## config.mk

```make
export PLATFORM = sky130hd
export DESIGN_NAME = seg_xlate
export DESIGN_NICKNAME = d
export VERILOG_FILES = /design/src/rtl/seg_pkg.sv /design/src/rtl/sel_decode.sv /design/src/rtl/desc_unpack.sv /design/src/rtl/seg_fetch.sv /design/src/rtl/seg_xlate.sv
export SDC_FILE = /design/constraint.sdc
export NUM_CORES = 1
export LEC_CHECK = 0
export ABC_AREA = 1
export ABC_CLOCK_PERIOD_IN_PS = 1850
export BUFFER_PORTS_ARGS = -buffer_cell sky130_fd_sc_hd__buf_2
export CAP_MARGIN = 15
export CORE_MARGIN = 2
export CORE_UTILIZATION = 40
export CTS_CLUSTER_DIAMETER = 60
export DETAILED_ROUTE_END_ITERATION = 8
export PLACE_DENSITY_LB_ADDON = 0.08
export SLEW_MARGIN = 20
export SYNTH_ARGS = -nofsm -noshare
export SYNTH_HDL_FRONTEND = slang
export SYNTH_SLANG_ARGS = --single-unit
export TNS_END_PERCENT = 50
```

## constraint.sdc

```tcl
create_clock -name clk_i -period 1.85 [get_ports clk_i]
set_clock_uncertainty 0.1 [all_clocks]
set_input_delay 0.0925 -clock clk_i [delete_from_list [all_inputs] [get_ports clk_i]]
set_output_delay 0.0925 -clock clk_i [all_outputs]
set_load 0.005 [all_outputs]
```

## src/rtl/seg_pkg.sv

```systemverilog
package seg_pkg;
  localparam int ADDR_W = 32;
  localparam int DESC_W = 64;

  typedef enum logic [1:0] {ST_IDLE, ST_LO, ST_HI} fetch_st_e;

  typedef struct packed {
    logic [ADDR_W-1:0] base;
    logic [ADDR_W-1:0] limit;
    logic              present;
  } seg_desc_t;
endpackage

```

## src/rtl/sel_decode.sv

```systemverilog
module sel_decode
  import seg_pkg::*;
#(
  parameter int SEL_W = 16
) (
  input  logic [SEL_W-1:0]  sel_i,
  input  logic [ADDR_W-1:0] gdt_base_i,
  input  logic [ADDR_W-1:0] ldt_base_i,
  output logic [ADDR_W-1:0] desc_addr_o,
  output logic [1:0]        rpl_o,
  output logic              null_o
);
  localparam int IDX_W = SEL_W - 3;

  logic [IDX_W-1:0]  idx;
  logic [ADDR_W-1:0] tbl_base;

  assign idx         = sel_i[SEL_W-1:3];
  assign rpl_o       = sel_i[1:0];
  assign tbl_base    = sel_i[2] ? ldt_base_i : gdt_base_i;
  assign desc_addr_o = tbl_base + ADDR_W'({idx, 3'b000});
  assign null_o      = !sel_i[2] && (idx == '0);
endmodule

```

## src/rtl/desc_unpack.sv

```systemverilog
module desc_unpack
  import seg_pkg::*;
#(
  parameter int GRAN_SHIFT = 12
) (
  input  logic [DESC_W-1:0] raw_i,
  output seg_desc_t         desc_o
);
  localparam int LIM_W = 20;

  logic [LIM_W-1:0] lim_raw;
  logic             gran;

  assign lim_raw = {raw_i[51:48], raw_i[15:0]};
  assign gran    = raw_i[55];

  assign desc_o.base    = {raw_i[63:56], raw_i[39:16]};
  assign desc_o.limit   = gran ? ADDR_W'({lim_raw, {GRAN_SHIFT{1'b1}}})
                               : ADDR_W'(lim_raw);
  assign desc_o.present = raw_i[47];
endmodule

```

## src/rtl/seg_fetch.sv

```systemverilog
module seg_fetch
  import seg_pkg::*;
(
  input  logic              clk_i,
  input  logic              rst_ni,
  input  logic              start_i,
  input  logic              null_i,
  input  logic [ADDR_W-1:0] desc_addr_i,
  output logic              idle_o,
  output logic              null_done_o,
  output logic              mem_req_o,
  output logic [ADDR_W-1:0] mem_addr_o,
  input  logic              mem_ack_i,
  input  logic [31:0]       mem_rdata_i,
  output logic              desc_vld_o,
  output logic [DESC_W-1:0] desc_raw_o
);
  localparam logic [ADDR_W-1:0] WORD_BYTES = ADDR_W'(4);

  fetch_st_e         st_q;
  logic [ADDR_W-1:0] addr_q;
  logic [31:0]       lo_q;

  assign idle_o      = (st_q == ST_IDLE);
  assign null_done_o = idle_o && start_i && null_i;
  assign mem_req_o   = (st_q == ST_LO) || (st_q == ST_HI);
  assign mem_addr_o  = (st_q == ST_HI) ? addr_q + WORD_BYTES : addr_q;
  assign desc_vld_o  = (st_q == ST_HI) && mem_ack_i;
  assign desc_raw_o  = {mem_rdata_i, lo_q};

  always_ff @(posedge clk_i or negedge rst_ni) begin
    if (!rst_ni) begin
      st_q   <= ST_IDLE;
      addr_q <= '0;
      lo_q   <= '0;
    end else begin
      unique case (st_q)
        ST_IDLE: if (start_i && !null_i) begin
          addr_q <= desc_addr_i;
          st_q   <= ST_LO;
        end
        ST_LO: if (mem_ack_i) begin
          lo_q <= mem_rdata_i;
          st_q <= ST_HI;
        end
        ST_HI: if (mem_ack_i) st_q <= ST_IDLE;
        default: st_q <= ST_IDLE;
      endcase
    end
  end


  addr_hold_chk: assert property (@(posedge clk_i) disable iff (!rst_ni)
    (mem_req_o && !mem_ack_i) |=> (mem_req_o && $stable(mem_addr_o)));


  hi_addr_chk: assert property (@(posedge clk_i) disable iff (!rst_ni)
    (mem_req_o && mem_ack_i && st_q == ST_LO) |=>
      (mem_req_o && mem_addr_o == $past(mem_addr_o) + WORD_BYTES));


  null_noread_chk: assert property (@(posedge clk_i) disable iff (!rst_ni)
    (start_i && null_i && idle_o) |=> !mem_req_o);
endmodule

```

## src/rtl/seg_xlate.sv

```systemverilog
module seg_xlate
  import seg_pkg::*;
#(
  parameter int SEL_W      = 16,
  parameter int GRAN_SHIFT = 12
) (
  input  logic              clk_i,
  input  logic              rst_ni,
  input  logic              req_valid_i,
  input  logic [SEL_W-1:0]  selector_i,
  input  logic [ADDR_W-1:0] offset_i,
  input  logic [ADDR_W-1:0] gdt_base_i,
  input  logic [ADDR_W-1:0] ldt_base_i,
  output logic              mem_req_o,
  output logic [ADDR_W-1:0] mem_addr_o,
  input  logic              mem_ack_i,
  input  logic [31:0]       mem_rdata_i,
  output logic              done_o,
  output logic [ADDR_W-1:0] lin_addr_o,
  output logic              fault_o,
  output logic [1:0]        rpl_o
);
  logic [ADDR_W-1:0] desc_addr;
  logic [1:0]        sel_rpl;
  logic              sel_null;
  logic              idle, null_done, desc_vld, accept;
  logic [DESC_W-1:0] desc_raw;
  seg_desc_t         desc;
  logic [ADDR_W-1:0] off_q;
  logic [1:0]        rpl_q;
  logic              seg_fault;

  sel_decode #(.SEL_W(SEL_W)) u_dec (
    .sel_i       (selector_i),
    .gdt_base_i  (gdt_base_i),
    .ldt_base_i  (ldt_base_i),
    .desc_addr_o (desc_addr),
    .rpl_o       (sel_rpl),
    .null_o      (sel_null)
  );

  seg_fetch u_fetch (
    .clk_i       (clk_i),
    .rst_ni      (rst_ni),
    .start_i     (req_valid_i),
    .null_i      (sel_null),
    .desc_addr_i (desc_addr),
    .idle_o      (idle),
    .null_done_o (null_done),
    .mem_req_o   (mem_req_o),
    .mem_addr_o  (mem_addr_o),
    .mem_ack_i   (mem_ack_i),
    .mem_rdata_i (mem_rdata_i),
    .desc_vld_o  (desc_vld),
    .desc_raw_o  (desc_raw)
  );

  desc_unpack #(.GRAN_SHIFT(GRAN_SHIFT)) u_unpack (
    .raw_i  (desc_raw),
    .desc_o (desc)
  );

  assign accept    = req_valid_i && idle;
  assign seg_fault = !desc.present || (off_q > desc.limit);

  always_ff @(posedge clk_i or negedge rst_ni) begin
    if (!rst_ni) begin
      off_q      <= '0;
      rpl_q      <= '0;
      done_o     <= 1'b0;
      fault_o    <= 1'b0;
      lin_addr_o <= '0;
      rpl_o      <= '0;
    end else begin
      if (accept) begin
        off_q <= offset_i;
        rpl_q <= sel_rpl;
      end
      if (desc_vld) begin
        done_o     <= 1'b1;
        fault_o    <= seg_fault;
        lin_addr_o <= seg_fault ? '0 : desc.base + off_q;
        rpl_o      <= rpl_q;
      end else if (null_done) begin
        done_o     <= 1'b1;
        fault_o    <= 1'b1;
        lin_addr_o <= '0;
        rpl_o      <= sel_rpl;
      end else begin
        done_o <= 1'b0;
      end
    end
  end


  null_fault_chk: assert property (@(posedge clk_i) disable iff (!rst_ni)
    (accept && sel_null) |=> (done_o && fault_o));


  done_pulse_chk: assert property (@(posedge clk_i) disable iff (!rst_ni)
    (done_o && !(accept && sel_null)) |=> !done_o);


  req_excl_chk: assert property (@(posedge clk_i) disable iff (!rst_ni)
    mem_req_o |-> !done_o);
endmodule

```

; Yosys cells after proc, flatten, opt, wreduce, memory -nomap -nowiden
; Index checks and enable logic that the tools add are counted.
[classes]
add_sub_neg = 3
multipliers = 0
div = 0
magnitude_cmp = 1
n_eq_ne = 5
n_shift = 0
mux = 16
bitwise_logic = 0
reduce_logical = 16
[ops]
columns = op, count
row1 = two-way mux 32 bit, 6
row2 = adder 32 x 16 -> 32 bit, 1
row3 = adder 32 x 3 -> 32 bit (second input constant), 1
row4 = adder 32 bit, 1
row5 = greater-than comparator 32 bit, 1
row6 = logical NOT 13 bit, 1
row7 = two-way mux 2 bit, 5
row8 = != test 2 bit (second input constant), 3
row9 = case mux 2 bit (3 select lines), 1
row10 = logical AND 1 bit, 5
row11 = two-way mux 1 bit, 4
row12 = AND reduction 2 bit, 2
row13 = logical NOT 1 bit, 3
row14 = AND reduction 3 bit, 1
row15 = == test 2 x 1 -> 1 bit (second input constant), 1
row16 = == test 2 bit (second input constant), 1
row17 = logical NOT 2 bit, 1
row18 = logical OR 1 bit, 2
row19 = nonzero test 2 bit, 1
[word_totals]
register_bits = 136
latch_bits = 0
mem_bits_rw = 0
mem_bits_ro = 0
out_inout_bits = 69
elab_cells = 50
mem_count = 0

; Longest topological paths before layout
; Gate-level depths: netlist of run 1.
[depth]
word_depth = 6
ltp_mapped = 19
ltp_nobuf = 18

; Modules after synthesis
; A second synthesis of run 1 with hierarchy kept.
[unflattened]
hier_cells = 1748
area_unflattened_um2 = 12154.2
[modules_own_cells]
columns = module, instances, cells_per_inst, area_per_inst_um2, seq_area_each_um2
row1 = seg_xlate, 1, 822, 5884.4, 1751.7
row2 = seg_fetch, 1, 390, 3726.1, 1651.6
row3 = sel_decode, 1, 439, 2019.4, 0.0
row4 = desc_unpack, 1, 97, 524.3, 0.0

; Worst setup path before layout of run 1
; OpenSTA, ideal clock, no wires.
[synth_timing]
path_type = input port to flip-flop
from = input port selector_i[2]
to = register u_fetch.addr_q[18]
setup_ns = 0.132
arrival_time_ns = 2.059
t_required_ns = 1.618
path_slack_ns = -0.440
stages = 16
n_path_buf = 2
cell_sequence = inv_2 buf_4 or2_2 o21ai_0 inv_1 ha_1 nand3_1 nand2_1 nand3_1 nand2_1 nand3_1 nand2_1 clkbuf_1 nand3_1 nand3_1 o21ai_0
[synth_between]
elab_chain_len = 5
word_cells_on_any_way = 7
classes_between = add/sub (1) / mux (1) / reduce/logical (5)
[synth_rtl]
columns = element, line
row1 = "start, declared", seg_xlate.sv:10  ; input logic [SEL_W-1:0] selector_i,
row2 = "parallel branches: the longest is 5 deep, another holds adder 32 x 16 -> 32 bit", n/a
row3 = "end signal, assigned", seg_fetch.sv:39  ; addr_q <= desc_addr_i;
row4 = "end, declared", seg_fetch.sv:21  ; logic [ADDR_W-1:0] addr_q;
; Several ways; the timed one is not identified.
; A chain may end at the register's enable or synchronous reset.

; Worst setup path in the final report of run 1
[layout_timing]
from = register u_fetch.st_q[0]
to = output port mem_addr_o[27]
[layout_between]
elab_chain_len = 2
[layout_rtl]
columns = element, line
row1 = "start, declared", seg_fetch.sv:20  ; fetch_st_e st_q;
row2 = "start signal, assigned", seg_fetch.sv:33  ; st_q <= ST_IDLE;
row3 = "start signal, assigned", seg_fetch.sv:40  ; st_q <= ST_LO;
row4 = "start signal, assigned", seg_fetch.sv:44  ; st_q <= ST_HI;
row5 = == test 2 bit, seg_fetch.sv:27  ; assign mem_addr_o = (st_q == ST_HI) ? addr_q + WORD_BYTES : addr_q;
row6 = two-way mux 32 bit, seg_fetch.sv:27
row7 = "end, declared", seg_xlate.sv:15  ; output logic [ADDR_W-1:0] mem_addr_o,
; No other way between the ends.

==> flow_metrics.env, run 1 <==
export IMPL_outcome="complete, but fails checks"
export IMPL_violations="negative setup slack"
export IMPL_clockBufferDepth=2
export IMPL_die_h_um=167
export IMPL_antenna_left=0
export IMPL_tightest_slew_ns=0.515
export IMPL_crit_path_end_kind="primary output"
export IMPL_die_w_um=167
export IMPL_vias=11700
export IMPL_start_util=0.407
export IMPL_clk_pin_slew_worst_paths_ns=0.06
export IMPL_yosysTopAreaCell="dfrtp_1"
export IMPL_yosysMostFrequentCell="nand2_1"
export IMPL_fin_nets=2332
export IMPL_via_per_inst=4.79
export IMPL_r2r_slack_ns=-0.34
export IMPL_grt_ovfl_total=0
export IMPL_fin_tns_setup_ns=-22.48
export IMPL_boundaryPins=217
export IMPL_yosys_warnings=0
export IMPL_finalMaxSlewViolations=0
export IMPL_synth_area_top_cells="dfrtp_1 32%, nand2_1 21%, ha_1 9.7%"
export IMPL_dpl_cell_area_sq_um=13800
export IMPL_place_ws_ns=-0.528
export IMPL_routed_wl_um=36700
export IMPL_grt_pass1_vias=11400
export IMPL_crit_path_start_kind="register"
export IMPL_synth_async_reset_ratio=1.00
export IMPL_tritoncts="done"
export IMPL_final_hold_violation_count=0
export IMPL_globalplace_congestion=0.906
export IMPL_clk_latency_ns=0.44
export IMPL_routedWlPerCell_um=15.0
export IMPL_max_stage_delay_ns=0.38
export IMPL_grt_usage=0.262
export IMPL_required_ns=1.66
export IMPL_crit_chain="inv_2 > ha_4 > inv_4 > nor3_4 > nand3b_1 > nor2_2 > nand2_2 > nor2_4 > nand4_1 > xnor2_2 > buf_2"
export IMPL_syn_to_final_growth_pct=55.3
export IMPL_avgSynthCellArea_sq_um=6.75
export IMPL_clock_fmax_mhz=399
export IMPL_power_mw=24.6
export IMPL_synth_enable_flop_cells=0
export IMPL_cts_sinks=136
export IMPL_crit_path_max_fanout=4
export IMPL_cts_buffers=17
export IMPL_die_area_sq_um=27700
export IMPL_hold_class="primary input to register"
export IMPL_design_area_sq_um=16400
export IMPL_drc_errors=0
export IMPL_port_buffers=216
export IMPL_place_inst=2318
export IMPL_ys_ff_latch=136
export IMPL_ir_worst_vdd_mv=0.826
export IMPL_drv_cap=0
export IMPL_layout_min_cycle_time_ns=2.51
export IMPL_ctsRootBufferMaster="clkbuf_16"
export IMPL_fin_cells=2448
export IMPL_firstDrtPassIters=8
export IMPL_slew_headroom=0.656
export IMPL_final_core_util=0.631
export IMPL_pwr_density_cell_nw_per_um2=1500
export IMPL_final_setup_viol_count=92
export IMPL_antenna_found_initial=0
export IMPL_dp_hpwl_um=28400
export IMPL_synthCells=1565
export IMPL_leakagePower_nw=8.88
export IMPL_synth_fp_nets=1797
export IMPL_setup_ws_ns=-0.655
export IMPL_antenna_cells=0
export IMPL_hold_ws_ns=0.0145
export IMPL_netlist_area_leader_share=0.322
export IMPL_synthTopCellsByCount="604 x nand2_1, 190 x inv_1, 136 x dfrtp_1, 127 x nor2_1, 82 x ha_1"
export IMPL_drt_iter0_markers=749
export IMPL_worst_ep_arrival_time_ns=2.31
export IMPL_ys_seq_area_frac=0.322
export IMPL_grt_pass1_wl_um=58200
export IMPL_yosysUniqueCellTypes=42
export IMPL_drive_gt1_frac=0.349
export IMPL_period_share=1.35
export IMPL_synth_flop_cell="dfrtp_1"
export IMPL_core_region_area_sq_um=26000
export IMPL_syn_area_sq_um=10600
export IMPL_h_tree_depth=4
export IMPL_grt_max_degree=52
export IMPL_crit_type="register to primary output"
export IMPL_rsz0062_at_grt="yes"
export IMPL_cp_slowest_cell="dfrtp_1"
export IMPL_rows=59
-- cells in the final DEF, fill, tap and decap left out, types with 5 or more instances in the layout --
cell type	n
nand3_1	51
dfrtp_2	14
inv_1	188
clkbuf_16	19
buf_4	240
o21ai_0	40
nand2_2	25
a21oi_2	11
dlygate4sd3_1	73
xor2_1	14
nand2_1	571
nand3b_1	8
nor2_4	7
xor2_2	14
xnor2_1	17
nor2_1	108
ha_4	20
a21oi_1	50
nand4_1	26
o21ai_1	12
clkinv_4	5
dfrtp_1	122
nor3_2	6
nor3_1	9
buf_6	19
or2_2	5
mux2_2	24
o21ai_2	26
nand2_4	8
ha_1	58
buf_2	214
nand3_2	17
nor2_2	15
-- per-layer routing --
metal	global-route usage	up-vias	wire, um
met5	0	-	0
met2	0.437	314	17300
met3	0.0333	71	1630
met1	0.352	5319	16600
li1	-	6028	-
met4	0.0892	0	1130
-- cells by family (layout without fill, tap and decap cells) --
group / Yosys count / in the layout / synth area share
compound gates: 160 / 160 / 0.0798
xor+xnor: 52 / 52 / 0.0431
fa+ha+maj: 84 / 84 / 0.101
buf+inv: 232 / 780 / 0.0854
flops: 136 / 136 / 0.322
mux: 29 / 29 / 0.0304
simple gates: 872 / 872 / 0.338
-- worst max-delay path, delay by kind of cell, from the launching register on --
| kind | cells | cell delay [ns] |
|---|---|---|
| flops | 1 | 0.38 |
| simple gates | 6 | 0.85 |
| fa+ha+maj | 1 | 0.16 |
| xor+xnor | 1 | 0.22 |
| buf+inv | 3 | 0.27 |
-- layout make-up --
cell class / count / area (sq um)
flip-flops and latches: 136 / 3420
repair buffers: 552 / 3950
inverters: 196 / 782
clock inverters: 14 / 140
clock buffers: 18 / 439
multi-input cells: 1197 / 7260
fillers: 2426 / 9580
well taps: 335 / 419
-- worst paths after layout --
check,from,end,depth (start not counted)
hold reg to reg,lin_addr_o[19],lin_addr_o[19],2
hold / removal,mem_rdata_i[18],u_fetch.lo_q[18],4
min in group asynchronous,rst_ni,rpl_o[0],2
setup / recovery,u_fetch.st_q[0],mem_addr_o[27],11
max in group asynchronous,rst_ni,u_fetch.addr_q[21],3
setup reg to reg,u_fetch.lo_q[6],fault_o,15
-- repair_timing --
item / 4_1_cts / 5_1_grt
gates resized for setup: 107 / 146
endpoints found under the setup margin: 77 / 129
pin swaps: 16 / 26
hold buffers: 73 / 0
setup buffers: 13 / 18
hold endpoints to repair: 206 / 0
cloned: 1 / 3
-- state kept, by name, indices dropped and copies added (netlist names), 2 cells and up --
name / cells
off_q: 32
u_fetch.st_q: 2
rpl_o: 2
lin_addr_o: 32
u_fetch.addr_q: 32
u_fetch.lo_q: 32
rpl_q: 2
-- power by group --
part	internal (mW)	switching, mW
combinational	7.28	8.09
clock	1.92	1.52
sequential	4.40	1.43
total	13.6	11.0
No activity file was read; power rests on OpenSTA's default activity.
==> run 2: changes to the inputs <==
CTS_BUF_LIST = sky130_fd_sc_hd__clkbuf_16   (was not set)
==> flow_metrics.env, run 2 (synthesis results as in run 1) <==
export IMPL_layout_common_cells="568 x nand2_1, 242 x buf_4, 214 x buf_2"
export IMPL_drv_cap=0
export IMPL_cts_sinks=136
export IMPL_final_core_util=0.636
export IMPL_antenna_found_initial=0
export IMPL_clk_pin_slew_worst_paths_ns=0.07
export IMPL_fin_nets=2341
export IMPL_final_setup_viol_count=60
export IMPL_core_region_area_sq_um=26000
export IMPL_firstDrtPassIters=5
export IMPL_crit_path_end_kind="primary output"
export IMPL_routed_wl_um=36800
export IMPL_ff2ff_path_depth=15
export IMPL_worstReg2RegStart="u_fetch.lo_q[6]"
export IMPL_worst_ep_arrival_time_ns=2.38
export IMPL_vias=11800
export IMPL_holdPathStages=4
export IMPL_place_inst=2318
export IMPL_period_share=1.39
export IMPL_drc_errors=0
export IMPL_design_area_sq_um=16500
export IMPL_ctsRootBufferMaster="clkbuf_16"
export IMPL_grt_pass1_vias=11400
export IMPL_fill_cells=2391
export IMPL_finalMaxSlewViolations=0
export IMPL_setup_ws_ns=-0.727
export IMPL_final_hold_violation_count=0
export IMPL_start_util=0.407
export IMPL_antenna_cells=0
export IMPL_boundaryPins=217
export IMPL_crit_path_start_kind="register"
export IMPL_r2r_end="fault_o"
export IMPL_violations="negative setup slack"
export IMPL_crit_type="register to primary output"
export IMPL_grt_pass1_wl_um=58300
export IMPL_grt_max_degree=52
export IMPL_cts_buffers=17
export IMPL_die_area_sq_um=27700
export IMPL_hp_start="selector_i[2]"
export IMPL_dp_hpwl_um=28400
export IMPL_required_ns=1.66
export IMPL_dpl_cell_area_sq_um=13800
export IMPL_syn_to_final_growth_pct=56.4
export IMPL_crit_path_max_fanout=4
export IMPL_layout_commonest_cell="nand2_1"
export IMPL_tritoncts="done"
export IMPL_die_h_um=167
export IMPL_via_per_inst=4.80
export IMPL_port_buffers=216
export IMPL_outcome="complete, but fails checks"
export IMPL_fin_cells=2457
export IMPL_h_tree_depth=4
export IMPL_clockBufferDepth=2
export IMPL_grt_ovfl_total=0
export IMPL_ir_worst_vdd_mv=0.829
export IMPL_rsz0062_at_grt="yes"
export IMPL_slew_headroom=0.656
export IMPL_layout_min_cycle_time_ns=2.58
export IMPL_grt_usage=0.263
export IMPL_rows=59
export IMPL_globalplace_congestion=0.906
export IMPL_leakagePower_nw=8.94
export IMPL_hold_class="primary input to register"
export IMPL_drive_gt1_frac=0.351
export IMPL_r2r_slack_ns=-0.34
export IMPL_drt_iter0_markers=719
export IMPL_die_w_um=167
export IMPL_antenna_left=0
export IMPL_tightest_slew_ns=0.515
export IMPL_clock_fmax_mhz=388
export IMPL_routedWlPerCell_um=15.0
export IMPL_whs_endpoint="u_fetch.addr_q[1]"
export IMPL_clk_latency_ns=0.44
export IMPL_pwr_density_cell_nw_per_um2=1490
-- run 2: cell types whose count changed in the layout (fill, tap and decap cells not counted), moves of 4 or more --
cell	before	now
nor2_2	15	10
o21ai_0	40	45
buf_6	19	23
nand2_2	25	29
nand3_1	51	55
-- run 2: layout make-up --
cell class	count	area (sq um)	share of cell area
Multi-Input combinational cell	1197	7280	0.441
Timing Repair Buffer	561	4060	0.246
Sequential cell	136	3420	0.207
Inverter	196	779	0.0472
Clock buffer	17	425	0.0257
Tap cell	335	419	0.0254
Clock inverter	15	144	0.00871
-- run 2: routing by layer --
layer  up-vias  global-route usage  routed length [um]
li1       6045                   -                   -
met2       326               0.442               17600
met4         0              0.0825                 918
met1      5371               0.353               16600
met5         -                   0                   0
met3        52              0.0328                1690
-- run 2: power breakdown --
group | internal, mW | switching, mW | total, mW
clock network | 1.88 | 1.51 | 3.39
registers | 4.39 | 1.45 | 5.84
logic | 7.35 | 8.12 | 15.5
-- run 2: how the worst max path moves through the flow --
| stage | start | endpoint | slack (ns) | depth (start not counted) |
|---|---|---|---|---|
| floorplan | u_fetch.st_q[0] | mem_addr_o[29] | -0.16 | 11 |
| global placement | selector_i[2] | u_fetch.addr_q[29] | -0.46 | 14 |
| detailed placement | selector_i[2] | u_fetch.addr_q[17] | -0.53 | 13 |
| CTS | u_fetch.st_q[0] | mem_addr_o[29] | -0.64 | 11 |
| global route | u_fetch.st_q[0] | mem_addr_o[29] | -0.84 | 11 |
| finish | u_fetch.st_q[0] | mem_addr_o[25] | -0.73 | 10 |
-- run 2: timing repair --
action	in CTS	in global routing
hold buffers	73	0
hold endpoints to repair	206	0
cloned	1	3
buffers inserted	21	19
pin swaps	23	38
setup endpoints to repair	77	131
gates resized for setup	109	154
-- run 2: per-stage QoR --
step | total power [mW] | worst slack [ns] | TNS, ns | hold slack (ns)
finish | 24.7 | -0.727 | -22.88 | 0.0134
global route | 26.8 | -0.835 | -30.18 | 0.0217
CTS | 23.3 | -0.640 | -20.99 | 0.00449
detailed placement | 18.8 | -0.528 | -26.12 | -0.0130
global placement | 18.6 | -0.458 | -23.16 | -0.0140
floorplan | 12.7 | -0.163 | -2.00 | -0.303
-- run 2: worst max-delay path, cell delays in order (launching register included) --
cell	delay, ns
dfrtp_1	0.39
inv_2	0.08
ha_4	0.16
inv_4	0.04
nor3_4	0.13
nand3b_1	0.18
nor3_2	0.27
buf_4	0.18
nand4_1	0.13
xor2_2	0.24
buf_2	0.15
==> run 3: changes to the inputs <==
ABC_CLOCK_PERIOD_IN_PS = 3300   (was 1850)
CORE_ASPECT_RATIO = 0.9   (was not set)
RECOVER_POWER = 25   (was not set)
clock period = 3.3 ns   (was 1.85 ns; I/O delays follow)
==> flow_metrics.env, run 3 (synthesis results as in run 1) <==
export IMPL_tightest_slew_ns=1.49
export IMPL_worst_ep_arrival_time_ns=2.84
export IMPL_hold_class="primary input to register"
export IMPL_via_per_inst=4.86
export IMPL_required_ns=3.03
export IMPL_dp_hpwl_um=26600
export IMPL_crit_path_end_kind="primary output"
export IMPL_crit_path_start="u_fetch.st_q[0]"
export IMPL_clockBufferDepth=2
export IMPL_cts_setup_buffers=0
export IMPL_clk_latency_ns=0.43
export IMPL_clock_fmax_mhz=322
export IMPL_hp_start="mem_rdata_i[19]"
export IMPL_worstReg2RegStart="u_fetch.lo_q[0]"
export IMPL_routed_wl_um=33300
export IMPL_design_area_sq_um=13400
export IMPL_drc_errors=0
export IMPL_grt_ovfl_total=0
export IMPL_outcome="finished clean"
export IMPL_ff2ff_path_depth=13
export IMPL_fin_nets=2081
export IMPL_finalMaxSlewViolations=0
export IMPL_core_region_area_sq_um=26000
export IMPL_place_ws_ns=0.407
export IMPL_globalplace_congestion=0.922
export IMPL_firstDrtPassIters=5
export IMPL_r2r_slack_ns=0.74
export IMPL_final_core_util=0.514
export IMPL_start_util=0.406
export IMPL_boundaryPins=217
export IMPL_clk_pin_slew_worst_paths_ns=0.07
export IMPL_drive_gt1_frac=0.162
export IMPL_dpl_cell_area_sq_um=12000
export IMPL_grt_max_degree=54
export IMPL_antenna_cells=0
export IMPL_r2r_end="lin_addr_o[5]"
export IMPL_die_area_sq_um=27700
export IMPL_layout_common_cells="604 x nand2_1, 208 x buf_2, 190 x inv_1"
export IMPL_die_h_um=158
export IMPL_period_share=0.942
export IMPL_rows=56
export IMPL_cts_sinks=136
export IMPL_antenna_left=0
export IMPL_syn_to_final_growth_pct=26.5
export IMPL_layout_min_cycle_time_ns=3.11
export IMPL_whs_endpoint="u_fetch.lo_q[19]"
export IMPL_register_area_sq_um=3400
export IMPL_ctsRootBufferMaster="clkbuf_16"
export IMPL_layout_commonest_cell="nand2_1"
export IMPL_final_setup_viol_count=0
export IMPL_grt_usage=0.244
export IMPL_antenna_found_initial=0
export IMPL_crit_type="register to primary output"
export IMPL_routedWlPerCell_um=15.1
export IMPL_leakagePower_nw=7.38
export IMPL_crit_path_max_fanout=10
export IMPL_final_hold_violation_count=0
export IMPL_rsz0062_at_grt="yes"
export IMPL_power_mw=11.4
export IMPL_drv_cap=0
export IMPL_vias=10700
export IMPL_pwr_density_cell_nw_per_um2=851
export IMPL_setup_ws_ns=0.191
export IMPL_h_tree_depth=4
export IMPL_tritoncts="done"
export IMPL_die_w_um=175
export IMPL_fill_cells=2709
export IMPL_port_buffers=216
export IMPL_slew_headroom=0.00424
export IMPL_crit_path_start_kind="register"
export IMPL_grt_pass1_vias=9965
export IMPL_holdPathStages=3
export IMPL_drt_iter0_markers=636
export IMPL_grt_pass1_wl_um=52300
export IMPL_multi_input_area_sq_um=6270
export IMPL_ir_worst_vdd_mv=0.388
export IMPL_cts_buffers=17
-- run 3: cell count changes in the layout (fill, tap and decap cells not counted), moves of 24 or more --
cell and change:
nand2_1 +36, o21ai_0 +29, buf_4 -230, ha_1 +24
nand2_2 -28
-- run 3: final cells by class --
class / count / share of cell area
clock buffers: 17 / 0.0318
multi-input cells: 1197 / 0.469
inverters: 196 / 0.0550
flip-flops and latches: 136 / 0.255
repair buffers: 301 / 0.141
clock inverters: 15 / 0.0157
well taps: 348 / 0.0326
-- run 3: where the power goes --
group          leakage, nW  internal (mW)  switching [mW]  total [mW]
clock                0.306           1.28           0.854        2.14
sequential            1.69           2.45           0.787        3.23
combinational         5.38           2.36            3.64        6.00
-- run 3: worst max-delay path, stage by stage, from the launching register on --
cell and delay (ns):
dfrtp_1 0.42, inv_1 0.11, ha_2 0.29, inv_2 0.08
nor3_4 0.23, nand3b_1 0.23, nor2_2 0.18, nand2_1 0.14
nor2_2 0.19, nand4_1 0.12, xnor2_1 0.24, buf_2 0.16
-- run 3: stage by stage --
| step | hold slack (ns) | std cells | setup TNS [ns] |
|---|---|---|---|
| 6_report | 0.00206 | 2210 | 0 |
| 4_1_cts | 0.000668 | 2210 | 0 |
| 3_3_place_gp | 0.0718 | 2106 | 0 |
| 3_5_place_dp | 0.0716 | 2106 | 0 |
| 2_1_floorplan | -0.231 | 1565 | 0 |
| 5_1_grt | 0.0159 | 2210 | -0.00200 |
-- run 3: worst max-delay path by stage --
stage / to / depth (start not counted)
2_1_floorplan: u_fetch.addr_q[18] / 16
3_3_place_gp: u_fetch.addr_q[23] / 19
3_5_place_dp: u_fetch.addr_q[23] / 19
4_1_cts: mem_addr_o[27] / 11
5_1_grt: mem_addr_o[29] / 11
6_report: mem_addr_o[27] / 11
-- run 3: per-layer routing --
layer / GRT usage / vias to the layer above / wire (um)
li1: - / 5539 / -
met1: 0.366 / 4871 / 17100
met2: 0.363 / 287 / 13900
met3: 0.0358 / 40 / 1660
met4: 0.0635 / 0 / 565
met5: 0 / - / 0
-- run 3: timing repair --
item | in CTS | in global routing
gates resized for setup | 0 | 3
endpoints found under the hold margin | 117 | 0
hold buffers | 72 | 0
endpoints found under the setup margin | 0 | 8
